[config.mk]
export PLATFORM = sky130hd
export DESIGN_NAME = seqend_field_check
export DESIGN_NICKNAME = d
export VERILOG_FILES = /design/src/rtl/seqchk_pkg.sv /design/src/rtl/field_sync.sv /design/src/rtl/settle_timer.sv /design/src/rtl/check_fsm.sv /design/src/rtl/seqend_field_check.sv
export SDC_FILE = /design/constraint.sdc
export NUM_CORES = 1
export LEC_CHECK = 0
export BUFFER_PORTS_ARGS = -buffer_cell sky130_fd_sc_hd__buf_2
export CAP_MARGIN = 20
export CORE_ASPECT_RATIO = 1.2
export CORE_MARGIN = 2
export CORE_UTILIZATION = 51
export DETAILED_ROUTE_END_ITERATION = 16
export GPL_TIMING_DRIVEN = 0
export PLACE_DENSITY = 0.7
export REMOVE_ABC_BUFFERS = 1
export SETUP_SLACK_MARGIN = 0.05
export SLEW_MARGIN = 20
export SYNTH_ARGS = -nofsm -noshare
export SYNTH_HDL_FRONTEND = slang
export SYNTH_SLANG_ARGS = --single-unit
[constraint.sdc]
create_clock -name clk -period 1.5 [get_ports clk]
set_input_delay 0.075 -clock clk [delete_from_list [all_inputs] [get_ports clk]]
set_output_delay 0.075 -clock clk [all_outputs]
set_load 0.02 [all_outputs]
[src/rtl/seqchk_pkg.sv]
package seqchk_pkg;
  typedef enum logic [2:0] {
    ST_IDLE   = 3'd0,
    ST_BLANK  = 3'd1,
    ST_SETTLE = 3'd2,
    ST_SAMPLE = 3'd3,
    ST_STOP   = 3'd4,
    ST_RESUME = 3'd5
  } chk_state_t;
endpackage

[src/rtl/field_sync.sv]
module field_sync #(
  parameter int STAGES = 2
) (
  input  logic clk,
  input  logic rst,
  input  logic din,
  output logic dout
);
  logic [STAGES-1:0] pipe;

  generate
    if (STAGES == 1) begin : g_one
      always_ff @(posedge clk) begin
        if (rst) pipe <= '0;
        else     pipe <= din;
      end
    end else begin : g_many
      always_ff @(posedge clk) begin
        if (rst) pipe <= '0;
        else     pipe <= {pipe[STAGES-2:0], din};
      end
    end
  endgenerate

  assign dout = pipe[STAGES-1];
endmodule

[src/rtl/settle_timer.sv]
module settle_timer #(
  parameter int CYCLES = 2000
) (
  input  logic clk,
  input  logic rst,
  input  logic start,
  output logic done
);
  localparam int CW = (CYCLES < 2) ? 1 : $clog2(CYCLES);
  localparam logic [CW-1:0] LAST = CW'(CYCLES - 1);

  logic [CW-1:0] cnt;
  logic          run;

  always_ff @(posedge clk) begin
    if (rst) begin
      cnt <= '0;
      run <= 1'b0;
    end else if (start) begin
      cnt <= '0;
      run <= 1'b1;
    end else if (run) begin
      if (cnt == LAST) run <= 1'b0;
      else             cnt <= cnt + 1'b1;
    end
  end

  assign done = run && (cnt == LAST);

  p_done_needs_run_r3: assert property (@(posedge clk) disable iff (rst)
    done |=> !run);
endmodule

[src/rtl/check_fsm.sv]
module check_fsm
  import seqchk_pkg::*;
(
  input  logic clk,
  input  logic rst,
  input  logic seq_end_i,
  input  logic field_ok_i,
  input  logic settle_done_i,
  output logic timer_start_o,
  output logic mod_en_o,
  output logic stop_req_o,
  output logic field_lost_o,
  output logic cont_o
);
  chk_state_t state;

  assign timer_start_o = (state == ST_BLANK);

  always_ff @(posedge clk) begin
    if (rst) begin
      state        <= ST_IDLE;
      mod_en_o     <= 1'b1;
      stop_req_o   <= 1'b0;
      field_lost_o <= 1'b0;
      cont_o       <= 1'b0;
    end else begin
      stop_req_o   <= 1'b0;
      field_lost_o <= 1'b0;
      cont_o       <= 1'b0;
      case (state)
        ST_IDLE: begin
          if (seq_end_i) begin
            state    <= ST_BLANK;
            mod_en_o <= 1'b0;
          end
        end
        ST_BLANK:  state <= ST_SETTLE;
        ST_SETTLE: if (settle_done_i) state <= ST_SAMPLE;
        ST_SAMPLE: begin
          if (field_ok_i) begin
            state    <= ST_RESUME;
            mod_en_o <= 1'b1;
            cont_o   <= 1'b1;
          end else begin
            state      <= ST_STOP;
            stop_req_o <= 1'b1;
          end
        end
        ST_STOP: begin
          state        <= ST_IDLE;
          field_lost_o <= 1'b1;
        end
        ST_RESUME: state <= ST_IDLE;
        default:   state <= ST_IDLE;
      endcase
    end
  end

  p_blank_first_r2: assert property (@(posedge clk) disable iff (rst)
    (state == ST_IDLE && seq_end_i) |=> (!mod_en_o && state == ST_BLANK));
  p_off_during_check_r3: assert property (@(posedge clk) disable iff (rst)
    (state == ST_BLANK || state == ST_SETTLE || state == ST_SAMPLE) |-> !mod_en_o);
  p_sample_after_settle_r4: assert property (@(posedge clk) disable iff (rst)
    (state == ST_SAMPLE) |-> $past(settle_done_i));
  p_stop_keeps_off_r5: assert property (@(posedge clk) disable iff (rst)
    stop_req_o |-> !mod_en_o);
  p_lost_after_stop_r6: assert property (@(posedge clk) disable iff (rst)
    field_lost_o |-> $past(stop_req_o));
  p_cont_with_mod_r7: assert property (@(posedge clk) disable iff (rst)
    cont_o |-> mod_en_o);
  p_settle_not_restarted_r8: assert property (@(posedge clk) disable iff (rst)
    (state == ST_SETTLE) |=> (state == ST_SETTLE || state == ST_SAMPLE));
  p_rise_via_cont_r9: assert property (@(posedge clk) disable iff (rst)
    $rose(mod_en_o) |-> cont_o);
  p_pulses_exclusive_r6: assert property (@(posedge clk) disable iff (rst)
    $onehot0({stop_req_o, field_lost_o, cont_o}));
endmodule

[src/rtl/seqend_field_check.sv]
module seqend_field_check #(
  parameter int SETTLE_CYCLES = 2000,
  parameter int SYNC_STAGES   = 2
) (
  input  logic clk,
  input  logic rst,
  input  logic seq_end_i,
  input  logic field_i,
  output logic mod_en_o,
  output logic stop_req_o,
  output logic field_lost_o,
  output logic cont_o
);
  logic field_ok;
  logic tmr_start;
  logic tmr_done;

  field_sync #(.STAGES(SYNC_STAGES)) u_sync (
    .clk  (clk),
    .rst  (rst),
    .din  (field_i),
    .dout (field_ok)
  );

  settle_timer #(.CYCLES(SETTLE_CYCLES)) u_timer (
    .clk   (clk),
    .rst   (rst),
    .start (tmr_start),
    .done  (tmr_done)
  );

  check_fsm u_fsm (
    .clk           (clk),
    .rst           (rst),
    .seq_end_i     (seq_end_i),
    .field_ok_i    (field_ok),
    .settle_done_i (tmr_done),
    .timer_start_o (tmr_start),
    .mod_en_o      (mod_en_o),
    .stop_req_o    (stop_req_o),
    .field_lost_o  (field_lost_o),
    .cont_o        (cont_o)
  );
endmodule

==> impl_metrics.env, run 1 <==
export IMPL_status="completed"
export IMPL_design_area_sq_mm=0.00114
export IMPL_path_max_fanout=6
export IMPL_p_comb_frac=0.167
export IMPL_grt_use_met3=0.0310
export IMPL_period_minus_slack_ps=1360
export IMPL_setup_viol=0
export IMPL_min_path_type="in -> reg"
export IMPL_drc=0
export IMPL_drive_gt1_frac=0.284
export IMPL_vias=844
export IMPL_critPathLaunchType="flop"
export IMPL_synth_largest_area_cell="dfxtp_1"
export IMPL_maxCapViolations=0
export IMPL_antenna_cells=0
export IMPL_critPathSlowestCell="or4_1"
export IMPL_required_ps=1750
export IMPL_tritoncts="built"
export IMPL_synthTopCellsByArea="dfxtp_1 42%, mux2i_1 6.0%, nand3b_1 6.0%"
export IMPL_relSlewSlack=0.764
export IMPL_switching_share=0.273
export IMPL_max_stage_delay_ps=490
export IMPL_ant_nets=0
export IMPL_use_met2=0.309
export IMPL_synthCells=103
export IMPL_grt_pass1_vias=717
export IMPL_seq_area_frac_synth=0.421
export IMPL_antenna_found_initial=0
export IMPL_grtUsageTotal=0.180
export IMPL_root_buffer="clkbuf_4"
export IMPL_portBuffers=7
export IMPL_synth_ff_type="dfxtp_1"
export IMPL_netlist_area_sq_um=1000
export IMPL_globalRouteMet1Util=0.219
export IMPL_crit_type="reg -> reg"
export IMPL_dp_hpwl_mm=1.24
export IMPL_die_area_sq_mm=0.00233
export IMPL_dpl_cell_area_sq_mm=0.00104
export IMPL_syn2layout_area_growth_pct=14.3
export IMPL_crit_family="simple AND/OR/NAND/NOR gates"
export IMPL_io_pins=8
export IMPL_h_tree_depth=1
export IMPL_rsz0062_at_grt="false"
export IMPL_avgSynthCellArea_sq_um=9.71
export IMPL_die_h_um=52.5
export IMPL_timing_setup_tns_ps=0
export IMPL_first_iter_violations=13
export IMPL_internal_power_uw=782
export IMPL_die_x_um=44.4
export IMPL_synth_edff_count=0
export IMPL_clock_sinks=21
export IMPL_clock_skew_ps=7.18
export IMPL_synth_seq_cells=21
export IMPL_vdd_drop_max_v=0.000678
export IMPL_firstDrtPassIters=4
export IMPL_critical_path_buf_inv_count=0
export IMPL_min_period_over_period=0.909
export IMPL_yosysUniqueCellTypes=38
export IMPL_synth_top_area_frac=0.421
export IMPL_endpoint_kind="flop"
export IMPL_core_sq_mm=0.00185
export IMPL_row_count=17
export IMPL_gp_congestion=0.778
export IMPL_final_hold_viol_count=0
export IMPL_cts_buffers=3
export IMPL_yosys_warnings=0
export IMPL_power_density_mw_per_mm2=942
export IMPL_clk_pin_slew_ps=120
export IMPL_grt_first_pass_wirelength_mm=3.13
export IMPL_synth_most_common_cell="dfxtp_1"
export IMPL_sequentialPowerShare=0.581
export IMPL_start_util=0.540
export IMPL_grt_max_degree=24
export IMPL_synthTopCellsByCount="21 x dfxtp_1, 8 x nand3b_1, 6 x mux2i_1"
export IMPL_grt_busiest_layer="met2"
export IMPL_p_switching_uw=294
export IMPL_leakagePower_nw=0.406
export IMPL_fin_nets=122
export IMPL_cts_buffer_depth=2
export IMPL_routed_wl_mm=1.93
export IMPL_synthArstFlopShare=0
export IMPL_worstMarginPinSlew_ps=354
export IMPL_slew_viol_final=0
export IMPL_max_freq_mhz=733
export IMPL_wl_per_cell_um=14.3
export IMPL_clk_latency_ps=300
export IMPL_grt_overflow_total=0
export IMPL_cp_cell_sequence="ha_4 > nand4_4 > or4_1 > a21oi_1"
export IMPL_vias_per_cell=6.25
export IMPL_cp_data_arrival_time_ps=1610
export IMPL_power_share_clock=0.252
[power by group through the flow]
stage | sequential [mW] | combinational, mW | clock, mW
2_1_floorplan | 0.632 | 0.106 | 0
4_1_cts | 0.626 | 0.153 | 0.286
5_1_grt | 0.631 | 0.198 | 0.313
3_3_place_gp | 0.632 | 0.141 | 0
6_report | 0.625 | 0.179 | 0.271
3_5_place_dp | 0.634 | 0.144 | 0
[cells in the final DEF (no fill, tap or decap), types with 2 or more instances in the layout]
cell,n
a211o_1,2
a21oi_1,4
a31oi_1,4
and4b_1,2
buf_2,7
buf_4,4
clkbuf_4,3
dfxtp_1,17
dfxtp_2,2
dfxtp_4,2
inv_1,4
mux2i_1,6
nand2_1,5
nand3_1,3
nand3b_1,8
nand4_1,3
nor2b_1,5
nor3_1,2
nor4_1,2
o21ai_0,2
o31ai_1,2
or3b_2,6
[state kept, by name (all words and copies together), names as in the netlist]
signal,cells
u_fsm.mod_en_o,1
u_timer.run,1
u_fsm.field_lost_o,1
u_timer.cnt,11
u_sync.pipe,2
u_fsm.cont_o,1
u_fsm.state,3
u_fsm.stop_req_o,1
[routing by layer]
layer	vias up	routed length, um	part of all wire
met2	8	1000	0.52
met4	0	12	0.0062
met3	2	35	0.018
met5	-	0	0
li1	421	-	-
met1	413	883	0.46
[metrics by stage]
step	cells	util	total power, mW	worst slack, ps	hold slack, ps
6_report	135	0.617	1.08	136	144
3_5_place_dp	125	0.563	0.778	-111	292
2_1_floorplan	99	-	0.738	59.5	144
4_1_cts	130	0.592	1.06	29.3	136
5_1_grt	135	0.617	1.14	56.8	144
3_3_place_gp	125	0.563	0.773	-60.7	280
[cell type report]
| cell class | instances | area (sq um) |
|---|---|---|
| Clock inverter | 1 | 5.00 |
| Tap cell | 19 | 23.8 |
| Fill cell | 175 | 708 |
| Timing Repair Buffer | 12 | 75.1 |
| Clock buffer | 3 | 22.5 |
| Sequential cell | 21 | 430 |
| Multi-Input combinational cell | 75 | 571 |
| Inverter | 4 | 15.0 |
[logic make-up after synthesis]
logic type / after synthesis / synth area share
xor gates and xnor gates: 1 / 0.00876
AOI/OAI and AO/OA: 18 / 0.119
DFF: 21 / 0.421
buffers and inverters: 8 / 0.0325
and+or+nand+nor: 48 / 0.347
adders and majority gates: 1 / 0.0125
muxes: 6 / 0.0601
[worst paths after layout]
path                                startpoint          endpoint  slack, ps  cells after the start
worst max register to register  u_timer.cnt[0]    u_timer.cnt[8]        140                      4
worst min register to register  u_sync.pipe[1]  u_fsm.stop_req_o        420                      1
worst max-delay path            u_timer.cnt[0]    u_timer.cnt[8]        140                      4
worst min-delay path                 seq_end_i    u_fsm.mod_en_o        140                      3
[timing repair]
item,CTS,global route
setup buffers,0,4
endpoints found under the hold margin,1,0
hold buffers,1,0
endpoints found under the setup margin,10,8
gates resized for setup,5,4
pin swaps,0,1
cloned,0,1
[tightest hold or removal path, cell delays in order]
cell	delay [ps]
buf_2	100
or4b_1	150
a211o_1	100
Power figures use the tool's default switching activity.
==> run 2, diff against run 1 <==
--- a/config.mk
+++ b/config.mk
@@ -9,10 +9,10 @@
 export CAP_MARGIN = 20
 export CORE_ASPECT_RATIO = 1.2
 export CORE_MARGIN = 2
-export CORE_UTILIZATION = 51
+export CORE_UTILIZATION = 37
 export DETAILED_ROUTE_END_ITERATION = 16
 export GPL_TIMING_DRIVEN = 0
-export PLACE_DENSITY = 0.7
+export PLACE_DENSITY = 0.54
 export REMOVE_ABC_BUFFERS = 1
 export SETUP_SLACK_MARGIN = 0.05
 export SLEW_MARGIN = 20
==> impl_metrics.env, run 2 (synthesis gave the netlist of run 1 again) <==
export IMPL_status="completed"
export IMPL_fin_nets=121
export IMPL_hold_depth=4
export IMPL_min_from="seq_end_i"
export IMPL_vias=795
export IMPL_gp_congestion=0.692
export IMPL_clock_sinks=21
export IMPL_grt_use_met3=0.0296
export IMPL_final_hold_viol_count=0
export IMPL_final_common_cell="dfxtp_1"
export IMPL_path_max_fanout=6
export IMPL_start_util=0.392
export IMPL_globalRouteMet1Util=0.166
export IMPL_grt_pass1_vias=681
export IMPL_syn2layout_area_growth_pct=16.5
export IMPL_place_ws_ps=-127
export IMPL_r2r_end="u_timer.cnt[10]"
export IMPL_seqCellArea_sq_um=430
export IMPL_clk_latency_ps=300
export IMPL_fillers=262
export IMPL_die_area_sq_mm=0.00314
export IMPL_clk_pin_slew_ps=120
export IMPL_power_density_mw_per_mm2=921
export IMPL_root_buffer="clkbuf_4"
export IMPL_layout_setup_ws_ps=89.6
export IMPL_cp_data_arrival_time_ps=1660
export IMPL_tritoncts="built"
export IMPL_utilization=0.456
export IMPL_grtUsageTotal=0.134
export IMPL_die_x_um=51.5
export IMPL_wl_per_cell_um=13.7
export IMPL_ff2ff_path_depth=4
export IMPL_antenna_found_initial=0
export IMPL_firstDrtPassIters=3
export IMPL_min_period_over_period=0.940
export IMPL_core_sq_mm=0.00255
export IMPL_rr_startpoint="u_timer.cnt[0]"
export IMPL_ant_nets=0
export IMPL_timing_setup_tns_ps=0
export IMPL_rsz0062_at_grt="true"
export IMPL_design_area_sq_mm=0.00116
export IMPL_dp_hpwl_mm=1.30
export IMPL_setup_viol=0
export IMPL_row_count=20
export IMPL_drc=0
export IMPL_portBuffers=7
export IMPL_multiInputGateArea_sq_um=584
export IMPL_worstMarginPinSlew_ps=360
export IMPL_dpl_cell_area_sq_mm=0.00106
export IMPL_hold_end="u_fsm.state[0]"
export IMPL_min_path_type="in -> reg"
export IMPL_clock_skew_ps=6.33
export IMPL_reg_top3="u_timer.cnt x11, u_fsm.state x3, u_sync.pipe x2"
export IMPL_routed_wl_mm=2.03
export IMPL_max_freq_mhz=709
export IMPL_period_minus_slack_ps=1410
export IMPL_grt_max_degree=24
export IMPL_first_iter_violations=5
export IMPL_vdd_drop_max_v=0.000482
export IMPL_grt_busiest_layer="met2"
export IMPL_required_ps=1750
export IMPL_endpoint_kind="flop"
export IMPL_cts_buffer_depth=2
export IMPL_ff2ff_setup_slack_ps=90
export IMPL_slew_viol_final=0
export IMPL_relSlewSlack=0.757
export IMPL_io_pins=8
export IMPL_largest_reg_flops=11
export IMPL_h_tree_depth=1
export IMPL_grt_overflow_total=0
export IMPL_critPathLaunchType="flop"
export IMPL_final_cell_mix="17 x dfxtp_1, 8 x nand3b_1, 7 x buf_2, 6 x or3b_2, 6 x mux2i_1"
export IMPL_top_register="u_timer.cnt"
export IMPL_grt_first_pass_wirelength_mm=3.10
export IMPL_die_h_um=60.9
export IMPL_drive_gt1_frac=0.296
export IMPL_cts_buffers=3
export IMPL_crit_type="reg -> reg"
export IMPL_use_met2=0.216
export IMPL_vias_per_cell=5.37
export IMPL_antenna_cells=0
export IMPL_maxCapViolations=0
export IMPL_leakagePower_nw=0.401
## run 2: cell count changes in the layout (fill, tap and decap cells not counted), sizes merged
cell,change
clkbuf,+1
clkinv,-1
buf,-1
## run 2: where the power goes
group,internal (mW),switching (mW)
Clock,0.104,0.167
Sequential,0.587,0.0396
Combinational,0.0902,0.0842
## run 2: timing repair
| item | 4_1_cts | 5_1_grt |
|---|---|---|
| hold buffers | 1 | 0 |
| gates resized for setup | 7 | 5 |
| setup buffers | 0 | 3 |
| pin swaps | 0 | 0 |
| gates cloned | 0 | 1 |
| endpoints found under the setup margin | 11 | 8 |
| endpoints found under the hold margin | 1 | 0 |
## run 2: critical path, cell delays in order (launching register included)
cell and delay (ps):
dfxtp_4 390, ha_4 160, nand4_4 130, or4_4 540, a21oi_2 140
## run 2: worst max path at each step
stage | start | to | slack, ps | cells past startpoint
floorplan | u_timer.cnt[0] | u_timer.cnt[10] | 60 | 4
global placement | u_fsm.state[1] | u_timer.cnt[7] | -90 | 3
detailed placement | u_fsm.state[1] | u_timer.cnt[2] | -130 | 3
CTS | u_timer.cnt[0] | u_timer.cnt[10] | 60 | 4
global route | u_timer.run | u_timer.cnt[9] | 40 | 3
finish | u_timer.cnt[0] | u_timer.cnt[10] | 90 | 4
## run 2: per-layer routing
metal	part of all wire	vias up
met3	0.019	4
met2	0.48	6
met4	0.017	0
li1	-	416
met1	0.49	369
met5	0	-
## run 2: stage by stage
| stage | hold slack (ps) | power [mW] | instances |
|---|---|---|---|
| 2_1_floorplan | 144 | 0.738 | 99 |
| 3_3_place_gp | 283 | 0.776 | 139 |
| 3_5_place_dp | 292 | 0.782 | 139 |
| 4_1_cts | 150 | 1.06 | 144 |
| 5_1_grt | 162 | 1.12 | 148 |
| 6_report | 157 | 1.07 | 148 |
## run 2: final cells by class
type,count,share of cell area
Multi-Input combinational cell,75,0.502
Sequential cell,21,0.369
Timing Repair Buffer,11,0.0580
Tap cell,33,0.0354
Clock buffer,4,0.0226
Inverter,4,0.0129
==> run 3, diff against run 2 <==
--- a/config.mk
+++ b/config.mk
@@ -5,14 +5,14 @@
 export SDC_FILE = /design/constraint.sdc
 export NUM_CORES = 1
 export LEC_CHECK = 0
-export BUFFER_PORTS_ARGS = -buffer_cell sky130_fd_sc_hd__buf_2
 export CAP_MARGIN = 20
 export CORE_ASPECT_RATIO = 1.2
 export CORE_MARGIN = 2
 export CORE_UTILIZATION = 37
 export DETAILED_ROUTE_END_ITERATION = 16
+export DONT_BUFFER_PORTS = 1
 export GPL_TIMING_DRIVEN = 0
-export PLACE_DENSITY = 0.54
+export PLACE_DENSITY = 0.51
 export REMOVE_ABC_BUFFERS = 1
 export SETUP_SLACK_MARGIN = 0.05
 export SLEW_MARGIN = 20
==> impl_metrics.env, run 3 (synthesis gave the netlist of run 1 again) <==
export IMPL_fillers=266
export IMPL_grt_pass1_vias=748
export IMPL_cp_data_arrival_time_ps=1610
export IMPL_top_register="u_timer.cnt"
export IMPL_clock_skew_ps=3.43
export IMPL_portBuffers=0
export IMPL_period_minus_slack_ps=1360
export IMPL_start_util=0.392
export IMPL_timing_setup_tns_ps=0
export IMPL_hold_end="u_fsm.mod_en_o"
export IMPL_grt_first_pass_wirelength_mm=3.33
export IMPL_rsz0062_at_grt="false"
export IMPL_die_area_sq_mm=0.00314
export IMPL_clk_pin_slew_ps=120
export IMPL_worstMarginPinSlew_ps=681
export IMPL_root_buffer="clkbuf_4"
export IMPL_routed_wl_mm=2.01
export IMPL_relSlewSlack=0.545
export IMPL_drc=0
export IMPL_grt_overflow_total=0
export IMPL_leakagePower_nw=0.375
export IMPL_syn2layout_area_growth_pct=13.6
export IMPL_ff2ff_setup_slack_ps=140
export IMPL_h_tree_depth=1
export IMPL_grt_max_degree=24
export IMPL_io_pins=8
export IMPL_status="completed"
export IMPL_min_path_type="in -> reg"
export IMPL_seqCellArea_sq_um=433
export IMPL_power_density_mw_per_mm2=948
export IMPL_firstDrtPassIters=4
export IMPL_fin_nets=115
export IMPL_core_sq_mm=0.00255
export IMPL_min_period_over_period=0.909
export IMPL_largest_reg_flops=11
export IMPL_wl_per_cell_um=14.1
export IMPL_antenna_cells=0
export IMPL_min_from="seq_end_i"
export IMPL_setup_viol=0
export IMPL_clk_latency_ps=300
export IMPL_die_h_um=60.9
export IMPL_final_common_cell="dfxtp_1"
export IMPL_maxCapViolations=0
export IMPL_slew_viol_final=0
export IMPL_vdd_drop_max_v=0.000346
export IMPL_vias_per_cell=5.59
export IMPL_vias=794
export IMPL_final_cell_mix="15 x dfxtp_1, 8 x nand3b_1, 6 x or3b_2, 6 x mux2i_1"
export IMPL_die_x_um=51.5
export IMPL_path_max_fanout=7
export IMPL_tritoncts="built"
export IMPL_endpoint_kind="flop"
export IMPL_reg_top3="u_timer.cnt x11, u_fsm.state x3, u_sync.pipe x2"
export IMPL_final_hold_viol_count=0
export IMPL_r2r_end="u_timer.cnt[8]"
export IMPL_required_ps=1740
export IMPL_hold_slack_ps=42.2
export IMPL_hold_depth=2
export IMPL_cts_buffers=3
export IMPL_gp_congestion=0.692
export IMPL_multiInputGateArea_sq_um=577
export IMPL_dp_hpwl_mm=1.27
export IMPL_antenna_found_initial=0
export IMPL_first_iter_violations=24
export IMPL_ff2ff_path_depth=4
export IMPL_row_count=20
export IMPL_cts_buffer_depth=2
export IMPL_clock_sinks=21
export IMPL_crit_type="reg -> reg"
export IMPL_drive_gt1_frac=0.257
export IMPL_ant_nets=0
export IMPL_rr_startpoint="u_timer.cnt[0]"
export IMPL_critPathLaunchType="flop"
export IMPL_grtUsageTotal=0.142
export IMPL_max_freq_mhz=733
-- run 3: cell count changes in the layout (fill, tap and decap cells not counted) --
cell	change
dlygate4sd3_1	+1
buf_2	-7
or4_4	-1
clkbuf_1	-1
or4_1	+1
dfxtp_2	+2
a21oi_2	-1
clkinv_2	+1
dfxtp_1	-2
a21oi_1	+1
-- run 3: power by group --
part / internal (mW) / total [mW] / switching (mW)
clock: 0.0994 / 0.278 / 0.179
sequential: 0.589 / 0.638 / 0.0495
combinational: 0.0865 / 0.161 / 0.0742
total: 0.774 / 1.08 / 0.302
-- run 3: timing repair --
item	4_1_cts	5_1_grt
hold buffers	2	0
cloned	0	1
setup buffers	0	3
endpoints found under the hold margin	18	0
pin swaps	0	1
resized for setup	7	5
setup endpoints to repair	11	7
-- run 3: worst max-delay path by stage --
| stage | startpoint | to | slack, ps | depth (start not counted) |
|---|---|---|---|---|
| final | u_timer.cnt[0] | u_timer.cnt[8] | 140 | 4 |
| after global routing | u_fsm.state[2] | u_timer.cnt[7] | 60 | 3 |
| after CTS | u_timer.cnt[0] | u_timer.cnt[10] | 50 | 4 |
| after detailed placement | u_fsm.state[1] | u_timer.cnt[7] | -100 | 3 |
| after global placement | u_fsm.state[1] | u_timer.cnt[9] | -70 | 3 |
| after floorplan | u_timer.cnt[0] | u_timer.cnt[10] | 60 | 4 |
-- run 3: layout make-up --
type                    count  area share
well taps                  33      0.0363
flip-flops and latches     21       0.381
clock buffers               3      0.0198
inverters                   4      0.0132
multi-input cells          75       0.508
repair buffers              5      0.0374
clock inverters             1     0.00441
-- run 3: through the flow --
stage	instance area (sq um)	setup slack [ps]	total power, mW	std cells	util
CTS	1100	53.2	1.07	138	0.430
finish	1140	137	1.08	142	0.445
floorplan	982	59.5	0.738	99	-
global route	1140	57.0	1.14	142	0.445
detailed placement	1020	-104	0.765	132	0.401
global placement	1020	-74.4	0.762	132	0.401
-- run 3: metal layers --
layer / vias up / part of all wire / wire length [um] / global-route usage
met2: 9 / 0.49 / 979 / 0.229
met1: 381 / 0.48 / 960 / 0.180
met5: - / 0 / 0 / 0
li1: 402 / - / - / -
met3: 2 / 0.023 / 47 / 0.0246
met4: 0 / 0.0090 / 18 / 0.0789
-- run 3: worst max-delay path: stages (launching register included) --
cell and delay, ps:
dfxtp_4 380, ha_4 160, nand4_4 130, or4_1 480, a21oi_1 140
